## src/rtl/sport_pkg.sv

```systemverilog
// Shared constants and state types for the serial port.
// Assumes: byte-wide bus, 12-bit byte addresses, register spacing of 8.
package sport_pkg;
    localparam int ADDR_W = 12;
    localparam int DATA_W = 8;

    localparam logic [ADDR_W-1:0] OFS_TXDATA = 12'h000;
    localparam logic [ADDR_W-1:0] OFS_RXDATA = 12'h008;
    localparam logic [ADDR_W-1:0] OFS_STATUS = 12'h010;
    localparam logic [ADDR_W-1:0] OFS_DIVISOR = 12'h018;
    localparam logic [ADDR_W-1:0] OFS_IRQEN = 12'h020;

    typedef enum logic [2:0] {
        RX_IDLE,
        RX_START,
        RX_DATA,
        RX_STOP,
        RX_HOLD
    } rx_state_e;

    typedef enum logic {
        BUS_IDLE,
        BUS_ACK
    } bus_state_e;
endpackage

```

## src/rtl/sport_fifo.sv

```systemverilog
// Synchronous first-in first-out byte queue.
// Assumes: push when full and pop when empty are ignored; read data is the
// oldest entry, presented combinationally whenever the queue is not empty.
module sport_fifo #(
    parameter int DEPTH = 64,
    parameter int W     = 8
) (
    input  logic         clk_i,
    input  logic         rst_ni,
    input  logic         push_i,
    input  logic [W-1:0] wdata_i,
    input  logic         pop_i,
    output logic [W-1:0] rdata_o,
    output logic         empty_o,
    output logic         full_o
);
    localparam int AW = (DEPTH > 1) ? $clog2(DEPTH) : 1;
    localparam int CW = $clog2(DEPTH + 1);
    localparam logic [AW-1:0] LAST_IDX = AW'(DEPTH - 1);

    logic [W-1:0]  mem [DEPTH];
    logic [AW-1:0] wr_ptr, rd_ptr;
    logic [CW-1:0] count;
    logic          do_push, do_pop;

    assign empty_o = (count == '0);
    assign full_o  = (count == CW'(DEPTH));
    assign do_push = push_i && !full_o;
    assign do_pop  = pop_i && !empty_o;
    assign rdata_o = mem[rd_ptr];

    // Purpose: store an accepted byte.
    always_ff @(posedge clk_i) begin
        if (do_push) mem[wr_ptr] <= wdata_i;
    end

    // Purpose: advance pointers and track occupancy.
    always_ff @(posedge clk_i) begin
        if (!rst_ni) begin
            wr_ptr <= '0;
            rd_ptr <= '0;
            count  <= '0;
        end else begin
            if (do_push) wr_ptr <= (wr_ptr == LAST_IDX) ? '0 : wr_ptr + 1'b1;
            if (do_pop)  rd_ptr <= (rd_ptr == LAST_IDX) ? '0 : rd_ptr + 1'b1;
            case ({do_push, do_pop})
                2'b10:   count <= count + 1'b1;
                2'b01:   count <= count - 1'b1;
                default: count <= count;
            endcase
        end
    end

    assert_count_bound_R12: assert property (@(posedge clk_i) disable iff (!rst_ni)
        count <= CW'(DEPTH));
    assert_no_overflow_R5: assert property (@(posedge clk_i) disable iff (!rst_ni)
        (full_o && push_i && !pop_i) |=> full_o);
endmodule

```

## src/rtl/sport_tick.sv

```systemverilog
// Oversampling tick generator: one tick every div_i+1 clocks.
// Assumes: divisor may change at any time; a counter above it restarts.
module sport_tick #(
    parameter int DIV_W = 8
) (
    input  logic             clk_i,
    input  logic             rst_ni,
    input  logic [DIV_W-1:0] div_i,
    output logic             tick_o
);
    logic [DIV_W-1:0] cnt;

    assign tick_o = (cnt >= div_i);

    // Purpose: count clocks between ticks.
    always_ff @(posedge clk_i) begin
        if (!rst_ni)     cnt <= '0;
        else if (tick_o) cnt <= '0;
        else             cnt <= cnt + 1'b1;
    end
endmodule

```

## src/rtl/sport_tx.sv

```systemverilog
// Frame transmitter: start bit, W data bits LSB first, stop bit.
// Assumes: takes a byte the cycle it is idle and data is available; each
// bit lasts OVS ticks.
module sport_tx #(
    parameter int W   = 8,
    parameter int OVS = 16
) (
    input  logic         clk_i,
    input  logic         rst_ni,
    input  logic         tick_i,
    input  logic         avail_i,
    input  logic [W-1:0] data_i,
    output logic         pop_o,
    output logic         txd_o
);
    localparam int FRAME = W + 2;
    localparam int BW    = $clog2(FRAME + 1);
    localparam int TW    = $clog2(OVS);
    localparam logic [TW-1:0] T_LAST = TW'(OVS - 1);
    localparam logic [BW-1:0] B_LAST = BW'(FRAME - 1);

    logic             busy;
    logic [FRAME-1:0] shift;
    logic [BW-1:0]    bit_cnt;
    logic [TW-1:0]    tick_cnt;

    assign pop_o = !busy && avail_i;
    assign txd_o = busy ? shift[0] : 1'b1;

    // Purpose: load a frame and shift it out one bit per OVS ticks.
    always_ff @(posedge clk_i) begin
        if (!rst_ni) begin
            busy     <= 1'b0;
            shift    <= '1;
            bit_cnt  <= '0;
            tick_cnt <= '0;
        end else if (pop_o) begin
            busy     <= 1'b1;
            shift    <= {1'b1, data_i, 1'b0};
            bit_cnt  <= '0;
            tick_cnt <= '0;
        end else if (busy && tick_i) begin
            if (tick_cnt == T_LAST) begin
                tick_cnt <= '0;
                shift    <= {1'b1, shift[FRAME-1:1]};
                if (bit_cnt == B_LAST) busy <= 1'b0;
                else                   bit_cnt <= bit_cnt + 1'b1;
            end else begin
                tick_cnt <= tick_cnt + 1'b1;
            end
        end
    end

    assert_start_low_R7: assert property (@(posedge clk_i) disable iff (!rst_ni)
        $rose(busy) |-> !txd_o);
endmodule

```

## src/rtl/sport_rx.sv

```systemverilog
// Frame receiver with two-flop synchroniser and mid-bit sampling.
// Assumes: OVS ticks per bit; a frame with a low stop bit is dropped and
// the line must return high before the next start is sought.
module sport_rx #(
    parameter int W   = 8,
    parameter int OVS = 16
) (
    input  logic         clk_i,
    input  logic         rst_ni,
    input  logic         tick_i,
    input  logic         rxd_i,
    output logic         push_o,
    output logic [W-1:0] data_o
);
    import sport_pkg::*;

    localparam int TW = $clog2(OVS);
    localparam int BW = $clog2(W);
    localparam logic [TW-1:0] T_LAST = TW'(OVS - 1);
    localparam logic [TW-1:0] T_HALF = TW'(OVS / 2 - 1);
    localparam logic [BW-1:0] B_LAST = BW'(W - 1);

    logic          sync1, rx_s;
    rx_state_e     state;
    logic [TW-1:0] tick_cnt;
    logic [BW-1:0] bit_cnt;
    logic [W-1:0]  shift;

    assign data_o = shift;

    // Purpose: bring the asynchronous line into the clock domain.
    always_ff @(posedge clk_i) begin
        if (!rst_ni) begin
            sync1 <= 1'b1;
            rx_s  <= 1'b1;
        end else begin
            sync1 <= rxd_i;
            rx_s  <= sync1;
        end
    end

    // Purpose: walk the frame and emit a one-cycle push on a valid stop bit.
    always_ff @(posedge clk_i) begin
        if (!rst_ni) begin
            state    <= RX_IDLE;
            tick_cnt <= '0;
            bit_cnt  <= '0;
            shift    <= '0;
            push_o   <= 1'b0;
        end else begin
            push_o <= 1'b0;
            case (state)
                RX_IDLE: if (tick_i && !rx_s) begin
                    state    <= RX_START;
                    tick_cnt <= '0;
                end
                RX_START: if (tick_i) begin
                    if (tick_cnt == T_HALF) begin
                        tick_cnt <= '0;
                        bit_cnt  <= '0;
                        state    <= rx_s ? RX_IDLE : RX_DATA;
                    end else begin
                        tick_cnt <= tick_cnt + 1'b1;
                    end
                end
                RX_DATA: if (tick_i) begin
                    if (tick_cnt == T_LAST) begin
                        tick_cnt <= '0;
                        shift    <= {rx_s, shift[W-1:1]};
                        if (bit_cnt == B_LAST) state <= RX_STOP;
                        else                   bit_cnt <= bit_cnt + 1'b1;
                    end else begin
                        tick_cnt <= tick_cnt + 1'b1;
                    end
                end
                RX_STOP: if (tick_i) begin
                    if (tick_cnt == T_LAST) begin
                        tick_cnt <= '0;
                        if (rx_s) begin
                            push_o <= 1'b1;
                            state  <= RX_IDLE;
                        end else begin
                            state  <= RX_HOLD;
                        end
                    end else begin
                        tick_cnt <= tick_cnt + 1'b1;
                    end
                end
                RX_HOLD: if (rx_s) state <= RX_IDLE;
                default: state <= RX_IDLE;
            endcase
        end
    end

    assert_hold_no_push_R9: assert property (@(posedge clk_i) disable iff (!rst_ni)
        (state == RX_HOLD) |-> !push_o);
    assert_push_single_R8: assert property (@(posedge clk_i) disable iff (!rst_ni)
        push_o |=> !push_o);
endmodule

```

## src/rtl/sport_wb.sv

```systemverilog
// Serial port top: Wishbone register decode, two queues, transmitter,
// receiver and interrupt logic.
// Assumes: one register access per accepted cycle; acknowledge is held
// until strobe drops; reset is synchronous and active low.
module sport_wb #(
    parameter int DEPTH = 64,
    parameter int OVS   = 16
) (
    input  logic        clk_i,
    input  logic        rst_ni,
    input  logic [11:0] wb_adr_i,
    input  logic [7:0]  wb_dat_i,
    output logic [7:0]  wb_dat_o,
    input  logic        wb_we_i,
    input  logic        wb_cyc_i,
    input  logic        wb_stb_i,
    output logic        wb_ack_o,
    output logic        txd_o,
    input  logic        rxd_i,
    output logic        irq_o
);
    import sport_pkg::*;

    bus_state_e          bus_state;
    logic                ack_r;
    logic [DATA_W-1:0]   dat_r;
    logic [DATA_W-1:0]   div_r;
    logic [1:0]          ie_r;
    logic                accept, tx_push, rx_pop;
    logic                tick;
    logic [DATA_W-1:0]   tx_head, rx_head, rx_byte;
    logic                tx_empty, tx_full, rx_empty, rx_full;
    logic                tx_pop, rx_push;

    assign accept   = (bus_state == BUS_IDLE) && wb_cyc_i && wb_stb_i;
    assign tx_push  = accept && wb_we_i && (wb_adr_i == OFS_TXDATA);
    assign rx_pop   = accept && !wb_we_i && (wb_adr_i == OFS_RXDATA);
    assign wb_ack_o = ack_r && wb_cyc_i && wb_stb_i;
    assign wb_dat_o = dat_r;
    assign irq_o    = rst_ni && ((ie_r[0] && !rx_empty) || (ie_r[1] && tx_empty));

    // Purpose: bus handshake, register writes and read-data capture.
    always_ff @(posedge clk_i) begin
        if (!rst_ni) begin
            bus_state <= BUS_IDLE;
            ack_r     <= 1'b0;
            dat_r     <= '0;
            div_r     <= '0;
            ie_r      <= '0;
        end else if (bus_state == BUS_IDLE) begin
            if (accept) begin
                ack_r     <= 1'b1;
                bus_state <= BUS_ACK;
                dat_r     <= '0;
                if (wb_we_i) begin
                    if (wb_adr_i == OFS_DIVISOR) div_r <= wb_dat_i;
                    if (wb_adr_i == OFS_IRQEN)   ie_r  <= wb_dat_i[1:0];
                end else begin
                    case (wb_adr_i)
                        OFS_RXDATA:  dat_r <= rx_empty ? '0 : rx_head;
                        OFS_STATUS:  dat_r <= {4'b0, tx_full, rx_full, tx_empty, rx_empty};
                        OFS_DIVISOR: dat_r <= div_r;
                        OFS_IRQEN:   dat_r <= {6'b0, ie_r};
                        default:     dat_r <= '0;
                    endcase
                end
            end
        end else if (!wb_stb_i) begin
            ack_r     <= 1'b0;
            bus_state <= BUS_IDLE;
        end
    end

    sport_tick #(.DIV_W(DATA_W)) tick_i (
        .clk_i (clk_i), .rst_ni(rst_ni), .div_i(div_r), .tick_o(tick)
    );

    sport_fifo #(.DEPTH(DEPTH), .W(DATA_W)) txq_i (
        .clk_i(clk_i), .rst_ni(rst_ni), .push_i(tx_push), .wdata_i(wb_dat_i),
        .pop_i(tx_pop), .rdata_o(tx_head), .empty_o(tx_empty), .full_o(tx_full)
    );

    sport_fifo #(.DEPTH(DEPTH), .W(DATA_W)) rxq_i (
        .clk_i(clk_i), .rst_ni(rst_ni), .push_i(rx_push), .wdata_i(rx_byte),
        .pop_i(rx_pop), .rdata_o(rx_head), .empty_o(rx_empty), .full_o(rx_full)
    );

    sport_tx #(.W(DATA_W), .OVS(OVS)) tx_i (
        .clk_i(clk_i), .rst_ni(rst_ni), .tick_i(tick), .avail_i(!tx_empty),
        .data_i(tx_head), .pop_o(tx_pop), .txd_o(txd_o)
    );

    sport_rx #(.W(DATA_W), .OVS(OVS)) rx_i (
        .clk_i(clk_i), .rst_ni(rst_ni), .tick_i(tick), .rxd_i(rxd_i),
        .push_o(rx_push), .data_o(rx_byte)
    );

    assert_ack_held_R2: assert property (@(posedge clk_i) disable iff (!rst_ni)
        (ack_r && wb_stb_i) |=> ack_r);
    assert_single_pop_R6: assert property (@(posedge clk_i) disable iff (!rst_ni)
        rx_pop |=> !rx_pop);
    assert_irq_enabled_R11: assert property (@(posedge clk_i) disable iff (!rst_ni)
        irq_o |-> (ie_r != 2'b00));
endmodule

```

## config.mk

```make
export PLATFORM = sky130hd
export DESIGN_NAME = sport_wb
export DESIGN_NICKNAME = d
export VERILOG_FILES = /design/src/rtl/sport_pkg.sv /design/src/rtl/sport_fifo.sv /design/src/rtl/sport_tick.sv /design/src/rtl/sport_tx.sv /design/src/rtl/sport_rx.sv /design/src/rtl/sport_wb.sv
export SDC_FILE = /design/constraint.sdc
export NUM_CORES = 1
export LEC_CHECK = 0
export ABC_CLOCK_PERIOD_IN_PS = 5080
export BUFFER_PORTS_ARGS = -buffer_cell sky130_fd_sc_hd__buf_2
export CORE_MARGIN = 2
export CORE_UTILIZATION = 30
export DETAILED_ROUTE_END_ITERATION = 7
export PLACE_DENSITY = 0.44
export SYNTH_ARGS = -nofsm -noshare
export SYNTH_HDL_FRONTEND = slang
export SYNTH_SLANG_ARGS = --single-unit
export TNS_END_PERCENT = 10
```

## constraint.sdc

```tcl
create_clock -name clk_i -period 5.08 [get_ports clk_i]
set_input_delay 0.254 -clock clk_i [delete_from_list [all_inputs] [get_ports clk_i]]
set_output_delay 0.254 -clock clk_i [all_outputs]
set_load 0.01 [all_outputs]
```

# --- Word level (Yosys, flattened, before mapping) ---
# Memory sizes are Yosys's and may differ from the RTL's. A register that Yosys moved wholly into a read port is not among the register bits.
# Index checks and enable logic that the tools add are counted.
word_totals:
  register_bits: 105
  latch_bits: 0
  mem_bits_rw: 1024
  romBits: 0
  input_bits: 26
  out_inout_bits: 11
  wordCells: 187
  n_memories: 2
classes:
  n_addsub: 13
  n_mul: 0
  n_div: 0
  n_lt_le_gt_ge: 1
  n_eq_ne: 35
  shift: 0
  mux: 57
  bitwise: 3
  n_reduce_logical: 53
memory_table:
  columns: ["name", "words", "word_bits", "read_ports", "rd_ports_with_merged_regs", "wr", "line", "rtl"]
  rows:
  - ["rxq_i.mem", 64, 8, 1, 1, 1, "sport_fifo.sv:21", "logic [W-1:0] mem [DEPTH];"]
  - ["txq_i.mem", 64, 8, 1, 1, 1, "sport_fifo.sv:21", null]
op_table:
  columns: ["op", "n"]
  rows:
  - ["2-to-1 mux 6 bit", 8]
  - ["2-to-1 mux 3 bit", 15]
  - ["one-hot mux 8 bit (4 select lines)", 1]
  - ["one-hot mux 7 bit (2 select lines)", 2]
  - ["2-to-1 mux 9 bit", 3]
  - ["adder 6 x 1 -> 6 bit (second input constant)", 4]
  - ["== test 12 x 5 -> 1 bit (second input constant)", 2]
  - ["== test 6 bit (second input constant)", 4]
  - ["2-to-1 mux 4 bit", 6]
  - ["!= test 2 x 1 -> 1 bit (second input constant)", 10]
  - ["logical AND 1 bit", 18]
  - ["2-to-1 mux 1 bit", 16]
  - ["2-to-1 mux 8 bit", 2]
  - ["AND reduction 4 bit", 4]
  - ["one-hot mux 3 bit (5 select lines)", 1]
  - ["adder 7 x 1 -> 7 bit (second input constant)", 2]
  - ["== test 7 bit (second input constant)", 2]
  - ["zero test 7 bit", 2]
  - ["nonzero test 2 bit", 7]
  - ["subtractor 7 x 1 -> 7 bit (second input constant)", 2]
  - ["adder 4 x 1 -> 4 bit (second input constant)", 3]
  - ["== test 12 x 4 -> 1 bit (second input constant)", 1]
  - ["== test 12 x 6 -> 1 bit (second input constant)", 1]
  - ["== test 4 bit (second input constant)", 3]
  - ["24 further kinds", 43]

# --- Depth between registers and ports, before layout ---
# Gate-level depths: netlist of the first run.
logic_depth:
  ltp_word: 8
  depth_mapped: 16
  mapped_depth_nobuf: 15

# --- By module ---
# A second synthesis of the first run with hierarchy kept.
hier_totals:
  cells_unflattened: 2543
  area_unflattened_um2: 46004.1
modules_own_cells:
  columns: ["module", "instances", "cells_per_inst", "area_per_inst_um2", "seq_area_each_um2"]
  rows:
  - ["sport_fifo at rxq_i", 1, 1089, 21270.4, 15875.2]
  - ["sport_fifo at txq_i", 1, 1057, 21202.8, 15875.2]
  - ["sport_wb", 1, 123, 1053.5, 400.4]
  - ["sport_rx", 1, 107, 1034.7, 420.4]
  - ["sport_tx", 1, 109, 912.1, 360.3]
  - ["sport_tick", 1, 58, 530.5, 160.2]

# --- Worst setup path after synthesis of the first run ---
# No wires, ideal clock.
synth_path:
  path_kind: "input to register"
  startpoint: "input wb_adr_i[7]"
  endpoint: "register rxq_i.count[6]"
  setup_time_ns: 0.115
  arrival_time_ns: 3.840
  t_required_ns: 4.965
  path_slack_ns: 1.125
  cell_stages: 15
  path_buffers: 1
  cell_sequence: "or4_4 -> nor4_4 -> nand4_1 -> nor3_2 -> ha_1 -> buf_1 -> xor2_1 -> ha_1 -> a21oi_1 -> and3b_1 -> a221oi_1 -> nand4bb_1 -> a31oi_1 -> xor2_1 -> and2_1"
synth_via:
  elab_chain_len: 5
  word_cells_on_any_way: 7
  classes_between: "eq/ne: 3; mux: 1; reduce/logical: 3"
synth_rtl:
  columns: ["item", "line", "rtl"]
  rows:
  - ["start, declared", "sport_wb.sv:11", "input logic [11:0] wb_adr_i,"]
  - ["== test 12 x 4 -> 1 bit *", "sport_wb.sv:37", "assign rx_pop = accept && !wb_we_i && (wb_adr_i == OFS_RXDATA);"]
  - ["logical AND 1 bit *", "sport_wb.sv:37", null]
  - ["logical AND 1 bit *", "sport_fifo.sv:29", "assign do_pop = pop_i && !empty_o;"]
  - ["== test 2 x 1 -> 1 bit or == test 2 bit (tied branches)", "sport_fifo.sv:46", "case ({do_push, do_pop})"]
  - ["one-hot mux 7 bit (2 select lines) or nonzero test 2 bit (tied branches)", null, null]
  - ["end signal, assigned", "sport_fifo.sv:47", "2'b10: count <= count + 1'b1;"]
  - ["end signal, assigned", "sport_fifo.sv:48", "2'b01: count <= count - 1'b1;"]
  - ["end signal, assigned", "sport_fifo.sv:49", "default: count <= count;"]
  - ["end, declared", "sport_fifo.sv:23", "logic [CW-1:0] count;"]
# Mark *: on every way between the ends. The rest lies on a longest branch, timed or not.
# A chain may end at the register's enable or synchronous reset.

# --- Worst setup path after layout of the first run ---
layout_path:
  startpoint: "register txq_i.count[2]"
  endpoint: "register txq_i.count[6]"
layout_via:
  elab_chain_len: 6
  word_cells_on_any_way: 13
  classes_between: "add/sub: 2; eq/ne: 3; mux: 1; reduce/logical: 7"
layout_rtl:
  columns: ["item", "line", "rtl"]
  rows:
  - ["start, declared", "sport_fifo.sv:23", null]
  - ["start signal, assigned", "sport_fifo.sv:47", null]
  - ["start signal, assigned", "sport_fifo.sv:48", null]
  - ["start signal, assigned", "sport_fifo.sv:49", null]
  - ["zero test 7 bit *", "sport_fifo.sv:26", "assign empty_o = (count == '0);"]
  - ["zero test 1 bit *", "sport_wb.sv:89", ".clk_i(clk_i), .rst_ni(rst_ni), .tick_i(tick), .avail_i(!tx_empty),"]
  - ["logical AND 1 bit *", "sport_tx.sv:27", "assign pop_o = !busy && avail_i;"]
  - ["via tx_i.pop_o", "sport_tx.sv:13", "output logic pop_o,"]
  - ["logical AND 1 bit *", "sport_fifo.sv:29", null]
  - ["== test 2 x 1 -> 1 bit or == test 2 bit (tied branches)", "sport_fifo.sv:46", null]
  - ["one-hot mux 7 bit (2 select lines) or nonzero test 2 bit (tied branches)", null, null]
# The timed path passes the listed nets; every way through them passes the cells marked *.

==> results of run 1 <==
## routing by layer
layer	global-route usage, %	part of all wire, %	vias to the layer above
met3	2.74	4.3	178
met2	24.8	49	509
met4	4.28	2.8	8
met1	19.9	44	12300
li1	-	-	10300
met5	0	0.043	-
## worst paths after layout
check	startpoint	to	slack, ps	depth (start not counted)
setup / recovery	txq_i.count[2]	txq_i.count[6]	640	15
hold / removal	wb_adr_i[3]	wb_dat_o[5]	100	5
setup reg to reg	txq_i.count[2]	txq_i.count[6]	640	15
hold reg to reg	rx_i.sync1	rx_i.rx_s	420	1
## power breakdown
part,leakage (nW),internal [mW],switching (mW)
Clock,1.94,5.15,3.68
Combinational,3.48,0.0304,0.116
Sequential,9.08,10.1,0.00306
Total,14.5,15.3,3.80
## synthesized netlist by cell type, drive strengths merged, types with 4 or more instances
| library cell | n | share of area, % |
|---|---|---|
| nand2 | 97 | 0.81 |
| nor4 | 8 | 0.14 |
| and3 | 13 | 0.18 |
| o21ai | 51 | 0.56 |
| o22ai | 15 | 0.21 |
| edfxtp | 1024 | 68 |
| nor4b | 7 | 0.17 |
| mux4 | 247 | 12 |
| a22o | 10 | 0.19 |
| ha | 25 | 0.69 |
| and2 | 22 | 0.30 |
| nand4 | 11 | 0.17 |
| a221oi | 10 | 0.21 |
| mux2 | 18 | 0.45 |
| nor2b | 35 | 0.48 |
| clkbuf | 77 | 0.64 |
| nor2 | 191 | 1.6 |
| o211ai | 4 | 0.066 |
| xor2 | 17 | 0.33 |
| or2 | 4 | 0.055 |
| a21boi | 18 | 0.30 |
| xnor2 | 19 | 0.37 |
| a22oi | 38 | 0.63 |
| o221ai | 6 | 0.12 |
| nand4b | 4 | 0.077 |
| dfxtp | 117 | 5.2 |
| mux2i | 108 | 2.4 |
| buf | 54 | 0.54 |
| nor3b | 4 | 0.066 |
| inv | 26 | 0.21 |
| nand2b | 19 | 0.26 |
| a21oi | 44 | 0.49 |
| a21o | 4 | 0.066 |
| a31oi | 12 | 0.17 |
| or3 | 19 | 0.26 |
| nor3 | 17 | 0.20 |
| a211oi | 14 | 0.23 |
| nand3 | 51 | 0.56 |
| nand3b | 8 | 0.13 |
## state kept, by name, summed over array words and instances (netlist names), 8 cells and up, named ones only
signal       flops
wb_dat_o         8
rx_i.data_o      8
txq_i.mem      512
div_r            8
tick_i.cnt       8
rxq_i.mem      512
tx_i.shift       9
## critical path, cell delays in order (launching register included)
cell and delay [ps]:
dfxtp_1 380, or4_1 590, nor4_1 580, buf_4 250, nor2_1 40, buf_4 170
ha_1 360, xor2_1 220, ha_1 200, a21oi_1 230, o21ai_0 140, a221oi_1 510
nand4bb_1 250, a31oi_1 120, xor2_1 150, and2_1 150
## layout make-up
type                       instances  area, um^2  share of cell area [%]
sequential                      1141       33100                    63.4
multi-input combinational       1200       11700                    22.4
clock buffer                     145        3140                    6.00
tap                             2016        2520                    4.82
timing repair buffer             119         881                    1.68
clock inverter                    78         840                    1.61
inverter                          26        97.6                   0.187
## cell families after synthesis
group                      count (synthesis)
DFF                                     1141
adders and majority gates                 25
muxes                                    373
AOI/OAI and AO/OA                        242
buffers and inverters                    157
xor gates and xnor gates                  36
and+or+nand+nor                          524
## placed cells by master, fill, tap and decap left out, types with 34 or more instances in the layout
cell type,n
clkbuf_16,119
nand2_1,96
nor2b_1,34
mux4_2,247
edfxtp_1,1024
dfxtp_1,103
nor2_1,191
a21oi_1,44
mux2i_1,108
a22oi_1,38
buf_4,74
o21ai_0,50
nand3_1,51
## through the flow
stage	power, mW	instances
CTS	19.4	4725
finish	19.1	4725
global route	19.7	4725
global placement	10.5	4494
floorplan	10.4	2498
detailed placement	10.5	4494
## timing repair
action | CTS | global route
hold buffers | 8 | 0
endpoints found under the hold margin | 18 | 0
resized for setup | 0 | 0
==> results.ini, run 1 <==
[timing]
clock_skew_ps = 25.3
layout_setup_ws_ps = 642
slew_violations = 0
period_share_pct = 87.4
rsz0062_at_grt = no
fin_crit_ps = 4440
slew_headroom_pct = 30.6
tightest_slew_ps = 1030
timing.hold.ws_ps = 100
fin_setup_tns_ps = 0
hold_viol_final = 0
setup_viol = 0
max_freq_mhz = 225

[synth]
synth-xor-area-share_pct = 0.694
synth.area.mux_share_pct = 15.1
yosys.area_share.simple_pct = 5.73
ys_ff_latch = 1141
synth_fa_ha_area_share_pct = 0.689
synth-edff-count = 1024
synth_top_family_by_area = multiplexers
synth-async-reset-ratio_pct = 0
netlist_instances = 2498
ys_types = 68
seq_area_frac_synth_pct = 72.9
synth_compound_area_share_pct = 3.53
yosys_warnings = 0
syn_area_per_cell_um2 = 18.2
synth_ff_type = edfxtp_1
syn_nets = 2549
synth_area_um2 = 45400

[drt]
ant_nets = 0
vias = 23200
wl_per_cell_um = 24.3
drt_iter0_drc = 1918
dr.pass1.iters = 5
drcViolationCount = 0
drt_wl_total_mm = 115
viasPerCell = 4.92

[flow_run]
maxCapViolCount = 0

[cts]
clkSlewWorstSetupHoldPaths_ps = 60
cts_inserted_buffers = 118
htree_levels = 3
cts_tree = built
insertion_delay_ps = 730
root_buffer = clkbuf_16
cts_sinks = 1141
clockBufferDepth = 3
post-cts-setup-buffer-count = 0

[die]
chipWidth_um = 393
pin_count = 37
die-area_um2 = 154000
rows = 142
start_util_pct = 30.2
die_h_um = 393
coreArea_um2 = 150000

[place]
hpwlAfterDp_mm = 71.4
io_buffers = 36
place_congestion = 0.776
post_dp_cell_area_um2 = 48200
place_ws_ps = 503

[setup_path]
critPathArrivalTime_ps = 5050
crit_type = reg -> reg
setup.worst_path.end_class = flop
start_kind = flop
path_max_fanout = 15
required_ps = 5700

[global_route]
antenna_found_initial = 6
overflow = 0
grt_max_degree = 67
grt_pass1_vias = 24100
grt_usage_pct = 14.9
grt_pass1_wl_mm = 168

[layout]
drive_gt1_share_pct = 21.7
post-route-util_pct = 34.8
nNetsFinal = 2657
stdcell_area_um2 = 52300
syn2layout_area_growth_pct = 15.2
fillerInstances = 14100
antenna_cells_inserted = 0

[power_and_ir_drop]
p_leak_nw = 14.5
ir_worst_vdd_uv = 292
p_per_area_nw_per_um2 = 366

[min_path]
hp-class = in -> reg

[run_status]
outcome = complete, no violations

Note: power is estimated with default switching activity, not from simulation.
==> run 2, diff against run 1 <==
==> constraint.sdc (replaced) <==
create_clock -name clk_i -period 5.08 [get_ports clk_i]
set_input_delay 0.254 -clock clk_i [delete_from_list [all_inputs] [get_ports clk_i]]
set_output_delay 0.254 -clock clk_i [all_outputs]
set_load 0.02 [all_outputs]
==> run 2 against run 1 <==
Compared with the run above: maximum frequency barely moved; largest power group unchanged; highest routed layer unchanged; critical endpoint unchanged; via count fell by 0.53%; global-route usage barely moved.
==> results.ini, run 2 (same netlist as run 1, synthesis figures left out) <==
[run_status]
outcome = complete, no violations

[timing]
setup_viol = 0  ; unchanged
tightest_slew_ps = 1070  ; +36.5 ps
slew_violations = 0  ; unchanged
period_share_pct = 87.3  ; about the same
timing.hold.ws_ps = 98.0  ; -2.45 ps
layout_setup_ws_ps = 643  ; +1.29 ps
slew_headroom_pct = 28.2  ; -2.4 points
fin_crit_ps = 4440  ; -1.29 ps
fin_setup_tns_ps = 0  ; unchanged
hold_viol_final = 0  ; unchanged
clock_skew_ps = 42.8  ; +17.6 ps
rsz0062_at_grt = no
max_freq_mhz = 225  ; about the same

[cts]
root_buffer = clkbuf_16
htree_levels = 3  ; unchanged
clockBufferDepth = 3  ; unchanged
post-cts-setup-buffer-count = 0  ; unchanged
clkSlewWorstSetupHoldPaths_ps = 60  ; about the same
insertion_delay_ps = 740  ; about the same
cts_sinks = 1141  ; unchanged
cts_tree = built
cts_inserted_buffers = 118  ; unchanged

[setup_path]
critPathArrivalTime_ps = 5070  ; +20 ps
required_ps = 5710  ; about the same
start_kind = flop
setup.worst_path.end_class = flop
worstRegToRegCells = 15  ; unchanged
path_max_fanout = 15  ; unchanged
crit_start = txq_i.count[3]
r2r_end = txq_i.count[6]
rrSetupSlack_ps = 640  ; about the same
crit_type = reg -> reg
rr_startpoint = txq_i.count[3]
endpoint = txq_i.count[6]

[layout]
fillerInstances = 14000  ; -0.71%
syn2layout_area_growth_pct = 15.3
final_common_cell = edfxtp_1
multi_input_area_um2 = 11700  ; unchanged
nNetsFinal = 2655  ; -0.075%
final_cell_count_no_fill = 4721  ; -0.085%
regArea_um2 = 33100  ; unchanged
stdcell_area_um2 = 52300  ; +0.10%
drive_gt1_share_pct = 21.4  ; -0.26 points
reg_top3 = rxq_i.mem x512, txq_i.mem x512, tx_i.shift x9
layout_common_cells = edfxtp_1, mux4_2, nor2_1

[min_path]
hp-class = in -> reg
min_from = wb_adr_i[3]

[flow_run]
maxCapViolCount = 0  ; unchanged

[place]
hpwlAfterDp_mm = 71.2  ; -0.31%
io_buffers = 36  ; unchanged
dp.cells = 4494  ; unchanged
post_dp_cell_area_um2 = 48200  ; unchanged
place_ws_ps = 513  ; +10.6 ps
place_congestion = 0.781  ; +0.63%

[drt]
wl_per_cell_um = 24.3  ; -0.12%
ant_nets = 0  ; unchanged
drt_wl_total_mm = 115  ; -0.21%
dr.pass1.iters = 5  ; unchanged
drt_iter0_drc = 1718  ; -10%
drcViolationCount = 0  ; unchanged
vias = 23100  ; -0.53%
viasPerCell = 4.89  ; -0.44%

[die]
rows = 142  ; unchanged
die-area_um2 = 154000  ; unchanged
start_util_pct = 30.2  ; unchanged
die_h_um = 393  ; unchanged
chipWidth_um = 393  ; unchanged
pin_count = 37  ; unchanged
coreArea_um2 = 150000  ; unchanged

[power_and_ir_drop]
p_leak_nw = 14.5  ; about the same
p_per_area_nw_per_um2 = 368  ; +0.61%
ir_worst_vdd_uv = 260  ; -11%

[global_route]
grt_max_degree = 78  ; +16%
grt_pass1_vias = 24000  ; -0.39%
overflow = 0  ; unchanged
grt_pass1_wl_mm = 168  ; +0.10%
grt_usage_pct = 14.9  ; -0.032 points
antenna_found_initial = 6  ; unchanged

-- run 2: cell count changes in the layout (fill, tap and decap cells not counted), sizes merged --
cell / before / now
dlygate4sd3: 8 / 6
diode: 0 / 1
bufinv: 15 / 16
inv: 32 / 30
clkinv: 51 / 49
-- run 2: what timing repair did --
| action | 4_1_cts | 5_1_grt |
|---|---|---|
| hold buffers | 6 | 0 |
| hold endpoints to repair | 17 | 0 |
| resized for setup | 0 | 0 |
-- run 2: per-stage QoR --
step	utilization [%]	power (mW)
5_1_grt	34.9	19.9
6_report	34.9	19.3
3_3_place_gp	32.1	10.5
4_1_cts	34.9	19.5
3_5_place_dp	32.1	10.5
2_1_floorplan	-	10.4
-- run 2: worst min-delay path by stage --
stage	endpoint	cells past startpoint
finish	wb_dat_o[5]	5
floorplan	txq_i.mem[0][0]	0
global placement	rx_i.rx_s	1
CTS	wb_dat_o[4]	5
detailed placement	rx_i.rx_s	1
global route	wb_dat_o[5]	5
-- run 2: layout make-up --
class / count / share of cell area [%]
multi-input cells: 1200 / 22.3
repair buffers: 117 / 1.64
inverters: 26 / 0.186
clock buffers: 145 / 6.07
diodes: 1 / 0.00478
well taps: 2016 / 4.82
flip-flops and latches: 1141 / 63.3
clock inverters: 75 / 1.66
-- run 2: critical path, stage by stage, from the launching register on --
cell       delay [ps]
dfxtp_1           390
or4_1             560
nor4_1            640
buf_4             250
nor2_1             40
buf_4             180
ha_1              370
xor2_1            220
ha_1              200
a21oi_1           230
o21ai_0           160
a221oi_1          460
nand4bb_1         200
a31oi_1           110
xor2_1            150
and2_1            160
-- run 2: metal layers --
layer  routed length, um  up-vias  global-route usage (%)
met5                  52        -                       0
met3                4470      180                    2.66
li1                    -    10200                       -
met1               51200    12200                    20.0
met4                3080        8                    4.30
met2               55700      463                    24.7
-- run 2: where the power goes --
part / switching (mW) / internal [mW]
clock: 3.72 / 5.26
combinational: 0.115 / 0.0294
sequential: 0.00310 / 10.1
total: 3.83 / 15.4
==> run 3, diff against run 2 <==
- GPL_TIMING_DRIVEN: default -> 0
==> run 3 against run 2 <==
Compared with the run above: cell count up 1.7%; die area is the same; via count is 3.8% higher; count of clock-buffer cells in the layout increased by 21; global-route usage rose by 1.3 points; critical path type unchanged; critical endpoint unchanged; highest routed layer unchanged.
==> results.ini, run 3 (same netlist as run 1, synthesis figures left out) <==
[layout]
final_common_cell = edfxtp_1
drive_gt1_share_pct = 19.5  ; -1.9 points
stdcell_area_um2 = 52600  ; +0.53%
reg_top3 = rxq_i.mem x512, txq_i.mem x512, tx_i.shift x9
antenna_cells_inserted = 0  ; -1
nNetsFinal = 2735  ; +3.0%
syn2layout_area_growth_pct = 15.9
layout_common_cells = edfxtp_1, mux4_2, nor2_1

[die]
start_util_pct = 30.2  ; unchanged
coreArea_um2 = 150000  ; unchanged
chipWidth_um = 393  ; unchanged
rows = 142  ; unchanged
die_h_um = 393  ; unchanged
pin_count = 37  ; unchanged
die-area_um2 = 154000  ; unchanged

[min_path]
min_from = wb_dat_i[6]
holdPathStages = 1  ; -4
hp-class = in -> reg

[drt]
drcViolationCount = 0  ; unchanged
drt_iter0_drc = 2102  ; +22%
vias = 24000  ; +3.8%
dr.pass1.iters = 7  ; +2
viasPerCell = 5.00  ; +2.1%
drt_wl_total_mm = 124  ; +8.6%
ant_nets = 0  ; unchanged
wl_per_cell_um = 25.9  ; +6.8%

[place]
io_buffers = 36  ; unchanged
hpwlAfterDp_mm = 83.1  ; +17%
place_ws_ps = -77.1  ; -590 ps
place_congestion = 0.857  ; +9.8%
post_dp_cell_area_um2 = 48300  ; about the same

[cts]
htree_levels = 4  ; +1
cts_inserted_buffers = 131  ; +11%
insertion_delay_ps = 760  ; +20 ps
post-cts-setup-buffer-count = 0  ; unchanged
cts_tree = built
clockBufferDepth = 3  ; unchanged
cts_sinks = 1141  ; unchanged
root_buffer = clkbuf_16
clkSlewWorstSetupHoldPaths_ps = 60  ; about the same

[setup_path]
rr_startpoint = txq_i.count[3]
max_stage_delay_ps = 580  ; -60 ps
start_kind = flop
setup.worst_path.end_class = flop
required_ps = 5720  ; about the same
worstRegToRegCells = 14  ; -1
path_cells = or4_1 -> nor4_2 -> nor2_1 -> ha_1 -> buf_1 -> xor2_1 -> ha_1 -> a21oi_1 -> o21ai_0 -> a221oi_1 -> nand4bb_1 -> a31oi_1 -> xor2_1 -> and2_1
crit_type = reg -> reg
path_max_fanout = 10  ; -5
critPathArrivalTime_ps = 5160  ; +90 ps
crit_start = txq_i.count[3]
critPathSlowestCell = or4_1

[timing]
clock_skew_ps = 28.9  ; -13.9 ps
setup_viol = 0  ; unchanged
period_share_pct = 89.0  ; +1.7 points
max_freq_mhz = 221  ; -1.9%
rsz0062_at_grt = no
fin_crit_ps = 4520  ; +85.6 ps
timing.hold.ws_ps = 94.9  ; -3.13 ps
tightest_slew_ps = 1280  ; +213 ps
layout_setup_ws_ps = 558  ; -85.6 ps
fin_setup_tns_ps = 0  ; unchanged
hold_viol_final = 0  ; unchanged
slew_headroom_pct = 14.5  ; -14 points
slew_violations = 0  ; unchanged

[run_status]
outcome = complete, no violations

[global_route]
overflow = 0  ; unchanged
grt_pass1_wl_mm = 179  ; +6.3%
grt_pass1_vias = 24900  ; +3.7%
grt_usage_pct = 16.2  ; +1.3 points
grt_max_degree = 67  ; -14%
antenna_found_initial = 7  ; +1

[power_and_ir_drop]
p_per_area_nw_per_um2 = 371  ; +0.76%
total_power_mw = 19.5  ; +1.3%
p_leak_nw = 14.6  ; +0.45%
ir_worst_vdd_uv = 307  ; +18%

[flow_run]
maxCapViolCount = 0  ; unchanged

-- run 3: worst paths after layout --
path                           end  slack (ps)
hold reg to reg          rx_i.rx_s         400
setup reg to reg    txq_i.count[6]         560
hold / removal    txq_i.mem[37][6]          90
setup / recovery    txq_i.count[6]         560
-- run 3: metrics by stage --
| step | util (%) | std cells |
|---|---|---|
| 6_report | 35.0 | 4802 |
| 3_3_place_gp | 32.0 | 4550 |
| 5_1_grt | 35.0 | 4802 |
| 2_1_floorplan | - | 2498 |
| 4_1_cts | 35.0 | 4800 |
| 3_5_place_dp | 32.2 | 4558 |
-- run 3: layout make-up --
class / instances / area [um^2]
multi-input cells: 1200 / 11700
repair buffers: 53 / 453
clock inverters: 69 / 726
well taps: 2016 / 2520
fillers: 14000 / 97500
inverters: 26 / 97.6
clock buffers: 166 / 3500
plain buffers: 131 / 533
flip-flops and latches: 1141 / 33100
-- run 3: where the power goes --
group          internal, mW  switching (mW)
clock network          5.37            3.85
registers              10.1         0.00277
logic                0.0306           0.112
total                  15.5            3.96
-- run 3: repair_timing --
item,CTS,global route
gates resized for setup,0,1
hold buffers,7,0
setup endpoints to repair,0,2
endpoints found under the hold margin,9,0
-- run 3: worst max-delay path, delay by kind of cell (launching register included) --
family	cells	cell delay (ps)
adders and majority gates	2	550
xor gates and xnor gates	2	370
and+or+nand+nor	5	1830
AOI/OAI and AO/OA	4	990
DFF	1	390
buffers and inverters	1	280
-- run 3: routing by layer --
metal / share of wire, % / track usage [%] / wire length [um] / vias to the layer above
met5: 0.060 / 0 / 75 / -
met4: 2.4 / 4.73 / 3000 / 10
met3: 5.1 / 2.93 / 6300 / 179
met2: 49 / 27.2 / 61100 / 713
met1: 43 / 21.4 / 53900 / 12700
li1: - / - / - / 10400
